<file path="src/rtl/erase_status_pkg.sv">
package erase_status_pkg;

  typedef enum logic [2:0] {
    ST_IDLE  = 3'd0,
    ST_WIN   = 3'd1,
    ST_ERASE = 3'd2,
    ST_SREAD = 3'd3,
    ST_SPROG = 3'd4,
    ST_PROG  = 3'd5,
    ST_FAULT = 3'd6
  } mode_e;

  // polling bit: high only when no work is pending
  function automatic logic poll_of(mode_e m);
    return (m == ST_IDLE) || (m == ST_SREAD);
  endfunction

  // erase has begun (window closed) and has not finished
  function automatic logic win_closed_of(mode_e m);
    return (m == ST_ERASE) || (m == ST_SREAD) || (m == ST_SPROG);
  endfunction

  // modes in which every read flips the general toggle
  function automatic logic any_tog_of(mode_e m);
    return (m == ST_WIN) || (m == ST_ERASE) || (m == ST_SPROG) ||
           (m == ST_PROG) || (m == ST_FAULT);
  endfunction

  // modes in which reads of queued sectors flip the sector toggle
  function automatic logic sect_tog_of(mode_e m);
    return (m == ST_WIN) || (m == ST_ERASE) || (m == ST_SREAD) ||
           (m == ST_SPROG);
  endfunction

endpackage

</file>
<file path="src/rtl/ess_win_timer.sv">
module ess_win_timer #(
  parameter int WIN_CYC = 64,
  localparam int CNT_W = (WIN_CYC > 1) ? $clog2(WIN_CYC) : 1
) (
  input  logic clk,
  input  logic rst,
  input  logic load,
  input  logic run,
  output logic expired_o
);

  logic [CNT_W-1:0] cnt_q;

  always_ff @(posedge clk) begin
    if (rst) begin
      cnt_q <= '0;
    end else if (load) begin
      cnt_q <= CNT_W'(WIN_CYC - 1);
    end else if (run && (cnt_q != '0)) begin
      cnt_q <= cnt_q - 1'b1;
    end
  end

  assign expired_o = (cnt_q == '0);

endmodule

</file>
<file path="src/rtl/ess_sector_set.sv">
module ess_sector_set #(
  parameter int NUM_SECT = 16,
  localparam int SECT_W = (NUM_SECT > 1) ? $clog2(NUM_SECT) : 1
) (
  input  logic              clk,
  input  logic              rst,
  input  logic              add_en,
  input  logic [SECT_W-1:0] add_idx,
  input  logic              clr,
  input  logic [SECT_W-1:0] rd_idx,
  output logic [NUM_SECT-1:0] set_o,
  output logic              hit_o
);

  logic [NUM_SECT-1:0] set_q;

  for (genvar g = 0; g < NUM_SECT; g++) begin : g_bit
    always_ff @(posedge clk) begin
      if (rst || clr) begin
        set_q[g] <= 1'b0;
      end else if (add_en && (add_idx == SECT_W'(g))) begin
        set_q[g] <= 1'b1;
      end
    end
  end

  assign set_o = set_q;
  assign hit_o = set_q[rd_idx];

endmodule

</file>
<file path="src/rtl/ess_toggle.sv">
module ess_toggle #(
  parameter int SECT_W = 4,
  parameter int BANK_W = 1
) (
  input  logic              clk,
  input  logic              rst,
  input  logic              rd_stb,
  input  logic [SECT_W-1:0] rd_sector,
  input  logic              chip_en_n,
  input  logic              out_en_n,
  input  logic              any_en,
  input  logic              sect_en,
  input  logic              sect_force,
  input  logic              sect_hit,
  output logic              adv_o,
  output logic              tog_any_o,
  output logic              tog_sect_o
);

  logic [BANK_W-1:0] bank;
  logic [BANK_W-1:0] last_bank_q;
  logic              released_q;
  logic              t_any_q;
  logic              t_sect_q;

  assign bank  = rd_sector[SECT_W-1 -: BANK_W];
  assign adv_o = released_q || (bank == last_bank_q);

  always_ff @(posedge clk) begin
    if (rst) begin
      last_bank_q <= '0;
      released_q  <= 1'b1;
      t_any_q     <= 1'b0;
      t_sect_q    <= 1'b0;
    end else if (rd_stb) begin
      last_bank_q <= bank;
      released_q  <= 1'b0;
      if (adv_o) begin
        if (any_en) begin
          t_any_q <= ~t_any_q;
        end
        if (sect_en && sect_hit) begin
          t_sect_q <= ~t_sect_q;
        end else if (sect_force && !sect_hit) begin
          t_sect_q <= 1'b1;
        end
      end
    end else begin
      released_q <= released_q | chip_en_n | out_en_n;
    end
  end

  assign tog_any_o  = t_any_q;
  assign tog_sect_o = t_sect_q;

endmodule

</file>
<file path="src/rtl/erase_status_gen.sv">
module erase_status_gen
  import erase_status_pkg::*;
#(
  parameter int NUM_SECT = 16,
  parameter int BANK_W   = 1,
  parameter int WIN_CYC  = 64,
  localparam int SECT_W  = (NUM_SECT > 1) ? $clog2(NUM_SECT) : 1
) (
  input  logic              clk,
  input  logic              rst,
  input  logic              cmd_erase,
  input  logic              cmd_prog,
  input  logic              cmd_suspend,
  input  logic              cmd_resume,
  input  logic              cmd_reset,
  input  logic [SECT_W-1:0] cmd_sector,
  input  logic              eng_done,
  input  logic              eng_fault,
  input  logic              rd_stb,
  input  logic [SECT_W-1:0] rd_sector,
  input  logic              chip_en_n,
  input  logic              out_en_n,
  output logic              poll_o,
  output logic              tog_any_o,
  output logic              fault_o,
  output logic              win_closed_o,
  output logic              tog_sect_o
);

  mode_e state_q, state_d;
  logic  set_add, set_clr, tmr_load, tmr_expired;
  logic  sect_hit, tog_adv;
  logic  [NUM_SECT-1:0] erase_set;
  logic  poll_q, fault_q, win_q;

  ess_win_timer #(.WIN_CYC(WIN_CYC)) u_timer (
    .clk       (clk),
    .rst       (rst),
    .load      (tmr_load),
    .run       (state_q == ST_WIN),
    .expired_o (tmr_expired)
  );

  ess_sector_set #(.NUM_SECT(NUM_SECT)) u_set (
    .clk     (clk),
    .rst     (rst),
    .add_en  (set_add),
    .add_idx (cmd_sector),
    .clr     (set_clr),
    .rd_idx  (rd_sector),
    .set_o   (erase_set),
    .hit_o   (sect_hit)
  );

  ess_toggle #(.SECT_W(SECT_W), .BANK_W(BANK_W)) u_tog (
    .clk        (clk),
    .rst        (rst),
    .rd_stb     (rd_stb),
    .rd_sector  (rd_sector),
    .chip_en_n  (chip_en_n),
    .out_en_n   (out_en_n),
    .any_en     (any_tog_of(state_q)),
    .sect_en    (sect_tog_of(state_q)),
    .sect_force (state_q == ST_SPROG),
    .sect_hit   (sect_hit),
    .adv_o      (tog_adv),
    .tog_any_o  (tog_any_o),
    .tog_sect_o (tog_sect_o)
  );

  // mode sequencing: engine fault beats engine done beats commands
  always_comb begin
    state_d  = state_q;
    set_add  = 1'b0;
    set_clr  = 1'b0;
    tmr_load = 1'b0;
    unique case (state_q)
      ST_IDLE: begin
        if (cmd_erase) begin
          state_d  = ST_WIN;
          set_add  = 1'b1;
          tmr_load = 1'b1;
        end else if (cmd_prog) begin
          state_d = ST_PROG;
        end
      end
      ST_WIN: begin
        if (cmd_erase) begin
          set_add  = 1'b1;
          tmr_load = 1'b1;
        end else if (tmr_expired) begin
          state_d = ST_ERASE;
        end
      end
      ST_ERASE: begin
        if (eng_fault) begin
          state_d = ST_FAULT;
        end else if (eng_done) begin
          state_d = ST_IDLE;
          set_clr = 1'b1;
        end else if (cmd_suspend) begin
          state_d = ST_SREAD;
        end
      end
      ST_SREAD: begin
        if (cmd_resume) begin
          state_d = ST_ERASE;
        end else if (cmd_prog) begin
          state_d = ST_SPROG;
        end
      end
      ST_SPROG: begin
        if (eng_fault) begin
          state_d = ST_FAULT;
        end else if (eng_done) begin
          state_d = ST_SREAD;
        end
      end
      ST_PROG: begin
        if (eng_fault) begin
          state_d = ST_FAULT;
        end else if (eng_done) begin
          state_d = ST_IDLE;
        end
      end
      ST_FAULT: begin
        if (cmd_reset) begin
          state_d = ST_IDLE;
          set_clr = 1'b1;
        end
      end
      default: state_d = ST_IDLE;
    endcase
  end

  always_ff @(posedge clk) begin
    if (rst) begin
      state_q <= ST_IDLE;
      poll_q  <= 1'b1;
      fault_q <= 1'b0;
      win_q   <= 1'b0;
    end else begin
      state_q <= state_d;
      poll_q  <= poll_of(state_d);
      fault_q <= (state_d == ST_FAULT);
      win_q   <= win_closed_of(state_d);
    end
  end

  assign poll_o       = poll_q;
  assign fault_o      = fault_q;
  assign win_closed_o = win_q;

endmodule

</file>
<file path="config.mk">
export PLATFORM = sky130hd
export DESIGN_NAME = erase_status_gen
export DESIGN_NICKNAME = d
export VERILOG_FILES = /design/src/rtl/erase_status_pkg.sv /design/src/rtl/ess_win_timer.sv /design/src/rtl/ess_sector_set.sv /design/src/rtl/ess_toggle.sv /design/src/rtl/erase_status_gen.sv
export SDC_FILE = /design/constraint.sdc
export NUM_CORES = 1
export LEC_CHECK = 0
export BUFFER_PORTS_ARGS = -buffer_cell sky130_fd_sc_hd__buf_2
export CORE_MARGIN = 2
export CORE_UTILIZATION = 55
export CTS_CLUSTER_SIZE = 12
export DETAILED_ROUTE_END_ITERATION = 12
export GPL_TIMING_DRIVEN = 1
export PLACE_DENSITY = 0.8
export SYNTH_ARGS = -nofsm -noshare
export SYNTH_HDL_FRONTEND = slang
export SYNTH_HIERARCHICAL = 1
export SYNTH_SLANG_ARGS = --single-unit
</file>
<file path="constraint.sdc">
create_clock -name clk -period 5.62 [get_ports clk]
set_clock_uncertainty 0.15 [all_clocks]
set_input_delay 0.562 -clock clk [delete_from_list [all_inputs] [get_ports clk]]
set_output_delay 0.562 -clock clk [all_outputs]
set_load 0.02 [all_outputs]
</file>
==> results of run 1 <==
per-stage QoR:
stage          setup WS [ns]  total power, mW  instance area [um2]  utilization (%)
2_1_floorplan          3.527           0.4320                 1738                -
3_3_place_gp           3.249           0.4628                 1869            61.74
3_5_place_dp           3.121           0.4758                 1869            61.74
4_1_cts                3.235           0.6503                 1949            64.38
5_1_grt                2.952           0.6845                 1949            64.38
6_report               3.157           0.6474                 1949            64.38
final cells by class:
type / count / area [um2] / area share [%]
clock inverter: 3 / 42.54 / 2.182
multi-input combinational: 135 / 1012 / 51.93
timing repair buffer: 24 / 120.1 / 6.162
sequential: 32 / 640.6 / 32.86
tap: 44 / 55.05 / 2.824
clock buffer: 5 / 37.54 / 1.926
inverter: 11 / 41.29 / 2.118
worst min-delay path: stages (launching register included):
cell,delay [ns]
dfxtp_1,0.33
a21oi_1,0.04
nor2_1,0.08
cells by family (layout without fill, tap and decap cells):
group / after synthesis / after routing / share of synthesized area, %
AOI/OAI and AO/OA: 50 / 50 / 21.81
adders and majority gates: 2 / 2 / 1.440
DFF: 32 / 32 / 36.86
and+or+nand+nor: 72 / 72 / 25.13
buffers and inverters: 17 / 43 / 4.896
xor gates and xnor gates: 3 / 3 / 1.512
muxes: 8 / 8 / 8.351
power groups by stage:
stage               Sequential [mW]  Combinational (mW)  Clock [mW]
detailed placement            0.293               0.183           0
finish                        0.289               0.184       0.175
CTS                           0.288               0.184       0.179
floorplan                     0.285               0.147           0
global placement              0.290               0.173           0
global route                  0.295               0.200       0.189
registers in the layout, summed over array words and instances (netlist names):
name and count:
u_set/set_o 16, u_timer/cnt_q 6, state_q 3, fault_o 1, poll_o 1, u_tog/last_bank_q 1
u_tog/released_q 1, u_tog/tog_any_o 1, u_tog/tog_sect_o 1, win_closed_o 1
per-layer routing:
metal,vias to the layer above,wire length [um],GRT usage (%)
met1,706,1682,28.76
met4,0,50,7.937
met5,-,0,0
met3,5,141,5.844
li1,734,-,-
met2,34,1779,35.56
how the worst min path moves through the flow:
stage                     depth (start not counted)                    startpoint  slack, ns                           end
after floorplan                                   2  u_set/set_o[13]$_SDFFE_PP0P_       0.28  u_set/set_o[13]$_SDFFE_PP0P_
after global placement                            2   u_set/set_o[0]$_SDFFE_PP0P_       0.29   u_set/set_o[0]$_SDFFE_PP0P_
after detailed placement                          2   u_set/set_o[4]$_SDFFE_PP0P_       0.30   u_set/set_o[4]$_SDFFE_PP0P_
after CTS                                         2   u_set/set_o[4]$_SDFFE_PP0P_       0.33   u_set/set_o[4]$_SDFFE_PP0P_
after global routing                              2   u_set/set_o[7]$_SDFFE_PP0P_       0.35   u_set/set_o[7]$_SDFFE_PP0P_
final                                             2   u_set/set_o[7]$_SDFFE_PP0P_       0.33   u_set/set_o[7]$_SDFFE_PP0P_
cells in the final DEF, fill, tap and decap left out, types with 2 or more instances in the layout:
master and instances:
buf_2 24, nor2_1 30, nor2b_1 3, ha_1 2, mux2i_1 4, nand2b_1 4, a32o_1 2, a311oi_1 2
nor3_1 7, a31oi_1 6, a41oi_1 2, nor4b_4 2, nor3b_1 6, and3b_1 2, a211oi_1 2, xnor2_1 2
o21a_1 2, o31ai_1 2, nand3b_1 6, or2b_1 2, clkbuf_4 5, inv_1 10, a21oi_1 18, mux4_1 4
dfxtp_1 32
==> out/metrics.cfg, run 1 <==
[critical_path]
rrSetupSlack_ns=3.16
required_ns=5.76
end_kind=flip-flop
reg2reg_to=u_set/set_o[4]$_SDFFE_PP0P_
crit_slowest_cell=nor3_1
crit_buf_inv=0
crit_type=flip-flop to flip-flop
arrival_ns=2.60
critical_path.max_fanout=20
cp_cell_sequence=nor3_1, nor3b_1, a21oi_1, nor2_1
rr_worst_depth=4
critical_path.endpoint=u_set/set_o[4]$_SDFFE_PP0P_
crit_family=simple AND/OR/NAND/NOR gates
r2r-start=state_q[2]$_SDFF_PP0_
slowest_delay_ns=0.99
critPathLaunchType=flip-flop
crit_start=state_q[2]$_SDFF_PP0_
cp.depth=4

[sta]
setup_violations=0
slew_violations=0
fmax_mhz=405.9
rsz0062_at_grt=false
post-route-min-period_ns=2.463
finalCritPeriodShare_pct=43.83
fin_tns_setup_ns=0
finalHoldViolCount=0
tightest_slew_ns=1.141
slew_headroom_pct=23.32
whs_ns=0.3292

[floorplan]
start_util_pct=57.40
rows=20
die_height_um=60.21
coreArea_mm2=0.003028
die_x_um=60.21
pin_count=25
dieArea_mm2=0.003625

[placement]
dpl.hpwl_mm=2.667
place_congestion=0.8002
port_buffers=24
dp.cells=246

[pwr]
powerDensity_mw_per_mm2=332.1
p_int_mw=0.4266
p_switching_mw=0.2208
clkPwrFrac_pct=27.0
power_leakage_nw=0.7773
seq_power_share_pct=44.6
combPwrFrac_pct=28.4
switching_share_pct=34.10
vdd_drop_max_mv=0.2221

[clocking]
htreeDepth=2
cts.sinks=32
path_clk_slew_ns=0.10
cts_tree=done
cts_setup_buffers=0
cts-resized-gates=0
cts_buffers=5
hold_buffers=0
clock_latency_ns=0.34
root_buffer=clkbuf_4
clockBufferDepth=2

[logic_synthesis]
seq_area_frac_synth_pct=36.86
synth_edf_count=0
synth_top_area_cell=dfxtp_1
ys_ff_latch=32
syn_nets=206
syn_inst=184
yosys-top-cells-count=32 x dfxtp_1, 30 x nor2_1, 18 x a21oi_1, 10 x inv_1, 7 x nor3_1
synth_most_common_cell=dfxtp_1
async_flop_share_pct=0
syn_area_mm2=0.001738
synth_area_leaders=dfxtp_1 37%, nor2_1 6.5%, mux4_1 6.0%
yosysWarnings=6
synth.distinct_cells=53
synth_top_area_share_pct=36.86
syn_area_per_cell_um2=9.445
synthFlopType=dfxtp_1

[final_layout]
antennaDiodeCount=0
synthToLayoutAreaGrowth_pct=12.17
fin_cells=254
fillers=255
final_nets=231
drive_gt1_share_pct=21.43

[status]
status=finished clean

[drt]
drt-initial-drc-count=110
drtAntennaViolNets=0
routed_wl_mm=3.652
drc_errors=0
vias_per_cell=5.823
drtPass1Iterations=4
vias=1479
wl_per_cell_um=14.38

[global_routing]
first_global_vias=1317
grtUsageTotal_pct=22.22
antenna_found_initial=0
grt-ovfl-total=0
grt_first_pass_wirelength_mm=5.920
grt_max_degree=21

[flow_run]
cap_violations=0

[min_path]
hold_path.class=flip-flop to flip-flop

No activity file was read; power rests on OpenSTA's default activity.
==> run 2, diff against run 1 <==
- CORE_UTILIZATION: 55 -> 51
- PLACE_DENSITY: 0.8 -> 0.78
- clock period: 5.62 -> 2 ns (I/O delays scaled with it)
==> out/metrics.cfg, run 2 (same netlist as run 1, synthesis figures left out) <==
[placement]
port_buffers=24  ; unchanged
dpl.hpwl_mm=2.622  ; -1.7%
dp_slack_ns=-0.008698  ; -3.130 ns
place_congestion=0.8520  ; +6.5%
postPlaceCellArea_mm2=0.002006  ; +7.3%

[critical_path]
required_ns=2.08  ; -3.68 ns
crit_buf_inv=1  ; +1
critPathLaunchType=flip-flop
end_kind=flip-flop
crit_type=flip-flop to flip-flop
crit_family=simple AND/OR/NAND/NOR gates
arrival_ns=1.97  ; -0.63 ns
cp_cell_sequence=inv_2, ha_4, nor4b_4, and2_4, a311oi_1, nor3_2, xnor2_1, a21o_1
critical_path.max_fanout=3  ; -85%
slowest_delay_ns=0.34  ; -0.65 ns
crit_slowest_cell=dfxtp_2

[flow_run]
cap_violations=0  ; unchanged

[clocking]
cts_tree=done
clockBufferDepth=2  ; unchanged
root_buffer=clkbuf_4
cts.sinks=32  ; unchanged
path_clk_slew_ns=0.11  ; about the same
htreeDepth=2  ; unchanged
clock_latency_ns=0.34  ; about the same
cts_buffers=5  ; unchanged

[final_layout]
layout_commonest_cell=nor2_1
layout_common_cells=30 x nor2_1, 28 x dfxtp_1, 24 x buf_2
drive_gt1_share_pct=32.91  ; +11 points
finish.utilization_pct=65.12  ; +0.74 points
antennaDiodeCount=0  ; unchanged
largest_reg_flops=16  ; unchanged
fin_area_mm2=0.002156  ; +11%
final_nets=255  ; +10%
synthToLayoutAreaGrowth_pct=24.05

[sta]
finalCritPeriodShare_pct=94.26  ; +50 points
post-route-min-period_ns=1.885  ; -0.5781 ns
tightest_slew_ns=0.4755  ; -0.6660 ns
slew_violations=0  ; unchanged
fin_tns_setup_ns=0  ; unchanged
timing.final.ws_setup_ns=0.1147  ; -3.042 ns
slew_headroom_pct=67.48  ; +44 points
fmax_mhz=530.4  ; +31%
setup_violations=0  ; unchanged
finalHoldViolCount=0  ; unchanged

[drt]
vias=1562  ; +5.6%
drtAntennaViolNets=0  ; unchanged
drtPass1Iterations=4  ; unchanged
drt-initial-drc-count=114  ; +3.6%
drc_errors=0  ; unchanged
routed_wl_mm=3.806  ; +4.2%
vias_per_cell=5.579  ; -4.2%
wl_per_cell_um=13.59  ; -5.5%

[min_path]
hold_path.class=input pin to flip-flop

[global_routing]
antenna_found_initial=0  ; unchanged
grt_max_degree=18  ; -14%
grt_first_pass_wirelength_mm=6.699  ; +13%
grtUsageTotal_pct=21.28  ; -0.94 points
grt-ovfl-total=0  ; unchanged
first_global_vias=1520  ; +15%

[pwr]
power_leakage_nw=0.8999  ; +16%
total_power_mw=1.873  ; +190%
vdd_drop_max_mv=0.4313  ; +94%
powerDensity_mw_per_mm2=869.0  ; +160%

[status]
status=finished clean

[floorplan]
die_height_um=62.38  ; +3.6%
rows=21  ; +5.0%
dieArea_mm2=0.003891  ; +7.3%
coreArea_mm2=0.003311  ; +9.3%
start_util_pct=52.49  ; -4.9 points
pin_count=25  ; unchanged
die_x_um=62.38  ; +3.6%

run 2: cell type report:
type	instances	area, um2
fill	279	1155
tap	46	57.56
clock buffer	5	37.54
timing repair buffer	48	307.8
multi-input combinational	135	1042
inverter	11	41.29
sequential	32	645.6
clock inverter	3	23.77
run 2: layer usage:
layer / part of all wire [%] / track usage (%) / vias to the layer above
met5: 0 / 0 / -
met4: 1.4 / 7.778 / 0
met3: 5.0 / 5.225 / 6
met2: 49 / 35.60 / 48
met1: 45 / 26.80 / 725
li1: - / - / 783
run 2: path summary, 6_finish.rpt:
kind                                  from                              to  slack (ns)  cells past startpoint
min reg2reg    u_set/set_o[0]$_SDFFE_PP0P_     u_set/set_o[0]$_SDFFE_PP0P_        0.32                      2
min                           rd_sector[3]  u_tog/last_bank_q$_SDFFE_PP0P_        0.02                      3
max          u_timer/cnt_q[1]$_SDFFE_PP0P_               poll_o$_SDFF_PP1_        0.11                      8
max reg2reg  u_timer/cnt_q[1]$_SDFFE_PP0P_               poll_o$_SDFF_PP1_        0.11                      8
run 2: report_power, final:
| group | total [mW] | leakage [nW] | switching, mW | internal (mW) |
|---|---|---|---|---|
| Sequential | 0.785 | 0.263 | 0.0759 | 0.709 |
| Combinational | 0.704 | 0.609 | 0.346 | 0.358 |
| Clock | 0.385 | 0.0274 | 0.247 | 0.138 |
run 2: through the flow:
stage          instances  hold slack [ns]
6_report             280          0.02386
5_1_grt              280          0.03127
3_3_place_gp         265           0.2910
3_5_place_dp         265           0.2973
4_1_cts              278          0.01359
2_1_floorplan        184           0.1114
run 2: timing repair:
item | in CTS | in global routing
hold endpoints to repair | 2 | 0
setup buffers | 2 | 2
resized for setup | 5 | 6
hold buffers | 3 | 0
pin swaps | 2 | 6
endpoints found under the setup margin | 1 | 5
run 2: worst min-delay path, stage by stage:
cell	delay [ns]
buf_2	0.13
mux2i_1	0.08
nor2_1	0.08
==> run 3, diff against run 2 <==
- CORE_UTILIZATION: 51 -> 50
- SYNTH_HIERARCHICAL: 1 -> default
==> out/metrics.cfg, run 3 <==
[status]
status=finished clean

[sta]
post-route-min-period_ns=1.986  ; +0.1003 ns
rsz0062_at_grt=true
timing.final.ws_setup_ns=0.01446  ; -0.1003 ns
tightest_slew_ns=0.4599  ; -0.01560 ns
finalCritPeriodShare_pct=99.28  ; +5.0 points
setup_violations=0  ; unchanged
slew_headroom_pct=69.11  ; +1.6 points
fin_tns_setup_ns=0  ; unchanged
slew_violations=0  ; unchanged
whs_ns=0.01468  ; -0.009181 ns
fmax_mhz=503.6  ; -5.0%
finalHoldViolCount=0  ; unchanged

[logic_synthesis]
syn_area_per_cell_um2=8.723  ; -7.6%
syn_area_mm2=0.001553  ; -11%
async_flop_share_pct=0  ; unchanged
syn_nets=199  ; -3.4%
synth.distinct_cells=42  ; -21%
synthFlopType=dfxtp_1
syn_inst=178  ; -3.3%
yosysWarnings=0  ; -6
yosys-top-cells-count=32 x dfxtp_1, 32 x nor2_1, 17 x a21oi_1, 10 x nor3_1, 9 x a31oi_1
synth_edf_count=0  ; unchanged
synth_top_area_cell=dfxtp_1
ys_ff_latch=32  ; unchanged
synth_area_leaders=dfxtp_1 41%, nor2_1 7.7%, mux4_2 5.8%
synth_top_area_share_pct=41.26  ; +4.4 points
seq_area_frac_synth_pct=41.26  ; +4.4 points

[critical_path]
critPathLaunchType=flip-flop
critical_path.max_fanout=4  ; +1
arrival_ns=2.11  ; +0.14 ns
crit_buf_inv=1  ; unchanged
cp.depth=7  ; -1
cp_cell_sequence=inv_2, ha_4, nor3b_4, a21oi_2, nor4_4, or4b_1, a21oi_1
required_ns=2.12  ; +0.04 ns
slowest_delay_ns=0.46  ; +0.12 ns
end_kind=flip-flop
crit_slowest_cell=or4b_1
crit_family=simple AND/OR/NAND/NOR gates
crit_type=flip-flop to flip-flop
rr_worst_depth=7  ; -1

[clocking]
clock_latency_ns=0.33  ; about the same
root_buffer=clkbuf_4
cts_buffers=5  ; unchanged
htreeDepth=2  ; unchanged
cts.sinks=32  ; unchanged
clockBufferDepth=2  ; unchanged
path_clk_slew_ns=0.10  ; about the same
cts_tree=done

[placement]
place_congestion=0.8644  ; +1.5%
postPlaceCellArea_mm2=0.001779  ; -11%
dp.cells=240  ; -9.4%
port_buffers=24  ; unchanged
dp_slack_ns=-0.07386  ; -0.06516 ns
dpl.hpwl_mm=2.565  ; -2.2%

[global_routing]
grt_max_degree=18  ; unchanged
grt-ovfl-total=0  ; unchanged
first_global_vias=1369  ; -9.9%
antenna_found_initial=0  ; unchanged
grt_first_pass_wirelength_mm=5.782  ; -14%
grtUsageTotal_pct=21.81  ; +0.54 points

[floorplan]
pin_count=25  ; unchanged
coreArea_mm2=0.003003  ; -9.3%
rows=20  ; -4.8%
dieArea_mm2=0.003567  ; -8.3%
die_x_um=59.73  ; -4.2%
start_util_pct=51.71  ; -0.79 points
die_height_um=59.73  ; -4.2%

[final_layout]
fillers=258  ; -7.5%
layout_commonest_cell=nor2_1
multi_input_area_um2=932.1  ; -11%
fin_cells=254  ; -9.3%
finish.utilization_pct=65.58  ; +0.47 points
synthToLayoutAreaGrowth_pct=26.83
antennaDiodeCount=0  ; unchanged
final_nets=241  ; -5.5%
fin_area_mm2=0.001969  ; -8.6%
final-seq-area_um2=654.4  ; +1.4%
layout_common_cells=32 x nor2_1, 27 x dfxtp_1, 24 x buf_2
largest_reg_flops=16  ; unchanged
drive_gt1_share_pct=30.77  ; -2.1 points

[drt]
routed_wl_mm=3.731  ; -2.0%
drtPass1Iterations=4  ; unchanged
drc_errors=0  ; unchanged
wl_per_cell_um=14.69  ; +8.1%
drt-initial-drc-count=51  ; -55%
vias=1506  ; -3.6%
drtAntennaViolNets=0  ; unchanged
vias_per_cell=5.929  ; +6.3%

[pwr]
powerDensity_mw_per_mm2=904.3  ; +4.1%
vdd_drop_max_mv=0.5083  ; +18%
power_leakage_nw=0.8038  ; -11%
total_power_mw=1.781  ; -4.9%

[min_path]
hold_path.class=input pin to flip-flop
hold_depth=3  ; unchanged

[flow_run]
cap_violations=0  ; unchanged

## run 3: cell count changes after synthesis, moves of 3 or more
cell / delta
mux4_2: +4
or3b_1: +3
mux4_1: -4
inv_1: -4
o21ai_0: +4
xor2_1: +3
nor3b_1: -4
nand3b_1: -5
clkbuf_1: +3
nor3_1: +3
a31oi_1: +3
nand2_1: +4
## run 3: power breakdown
group / internal [mW] / switching (mW) / leakage (nW)
clock network: 0.167 / 0.218 / 0.0380
logic: 0.302 / 0.308 / 0.502
registers: 0.712 / 0.0746 / 0.264
total: 1.18 / 0.600 / 0.804
## run 3: area by class of cell
class,instances,area share [%]
Multi-Input combinational cell,133,47.33
Timing Repair Buffer,42,13.09
Inverter,6,1.144
Clock inverter,2,0.5083
Tap cell,33,2.097
Sequential cell,32,33.23
Clock buffer,6,2.605
## run 3: worst register-to-register path, delay by kind of cell, from the launching register on
kind	cells	cell delay (ns)
fa+ha+maj	1	0.13
compound gates	2	0.27
buf+inv	1	0.06
simple gates	3	0.98
flops	1	0.34
## run 3: repair_timing
action                     in CTS  in global routing
buffers inserted                0                  4
hold endpoints to repair        1                  0
hold buffers                    2                  0
pin swaps                       0                  5
setup endpoints to repair       3                  6
gates resized for setup         5                 15
## run 3: kinds of logic after synthesis
| group | count (synthesis) | share of synthesized area, % |
|---|---|---|
| compound gates | 45 | 18.45 |
| xor+xnor | 7 | 3.949 |
| fa+ha+maj | 1 | 0.8057 |
| buf+inv | 13 | 3.384 |
| flops | 32 | 41.26 |
| mux | 9 | 9.025 |
| simple gates | 71 | 23.13 |
## run 3: metal layers
layer / routed length [um] / global-route usage [%] / vias to the layer above / share of wire (%)
li1: - / - / 730 / -
met1: 1447 / 25.03 / 702 / 39
met2: 1987 / 37.11 / 61 / 53
met3: 204 / 6.277 / 13 / 5.5
met4: 92 / 10.16 / 0 / 2.5
met5: 0 / 0 / - / 0
## run 3: final timing paths
kind                                 start                          end  slack, ns
max          u_timer.cnt_q[1]$_SDFFE_PP0P_      win_closed_o$_SDFF_PP0_       0.01
min                          cmd_sector[0]  u_set.set_o[9]$_SDFFE_PP0P_       0.01
min reg2reg    u_set.set_o[3]$_SDFFE_PP0P_  u_set.set_o[3]$_SDFFE_PP0P_       0.33
max reg2reg  u_timer.cnt_q[1]$_SDFFE_PP0P_      win_closed_o$_SDFF_PP0_       0.01
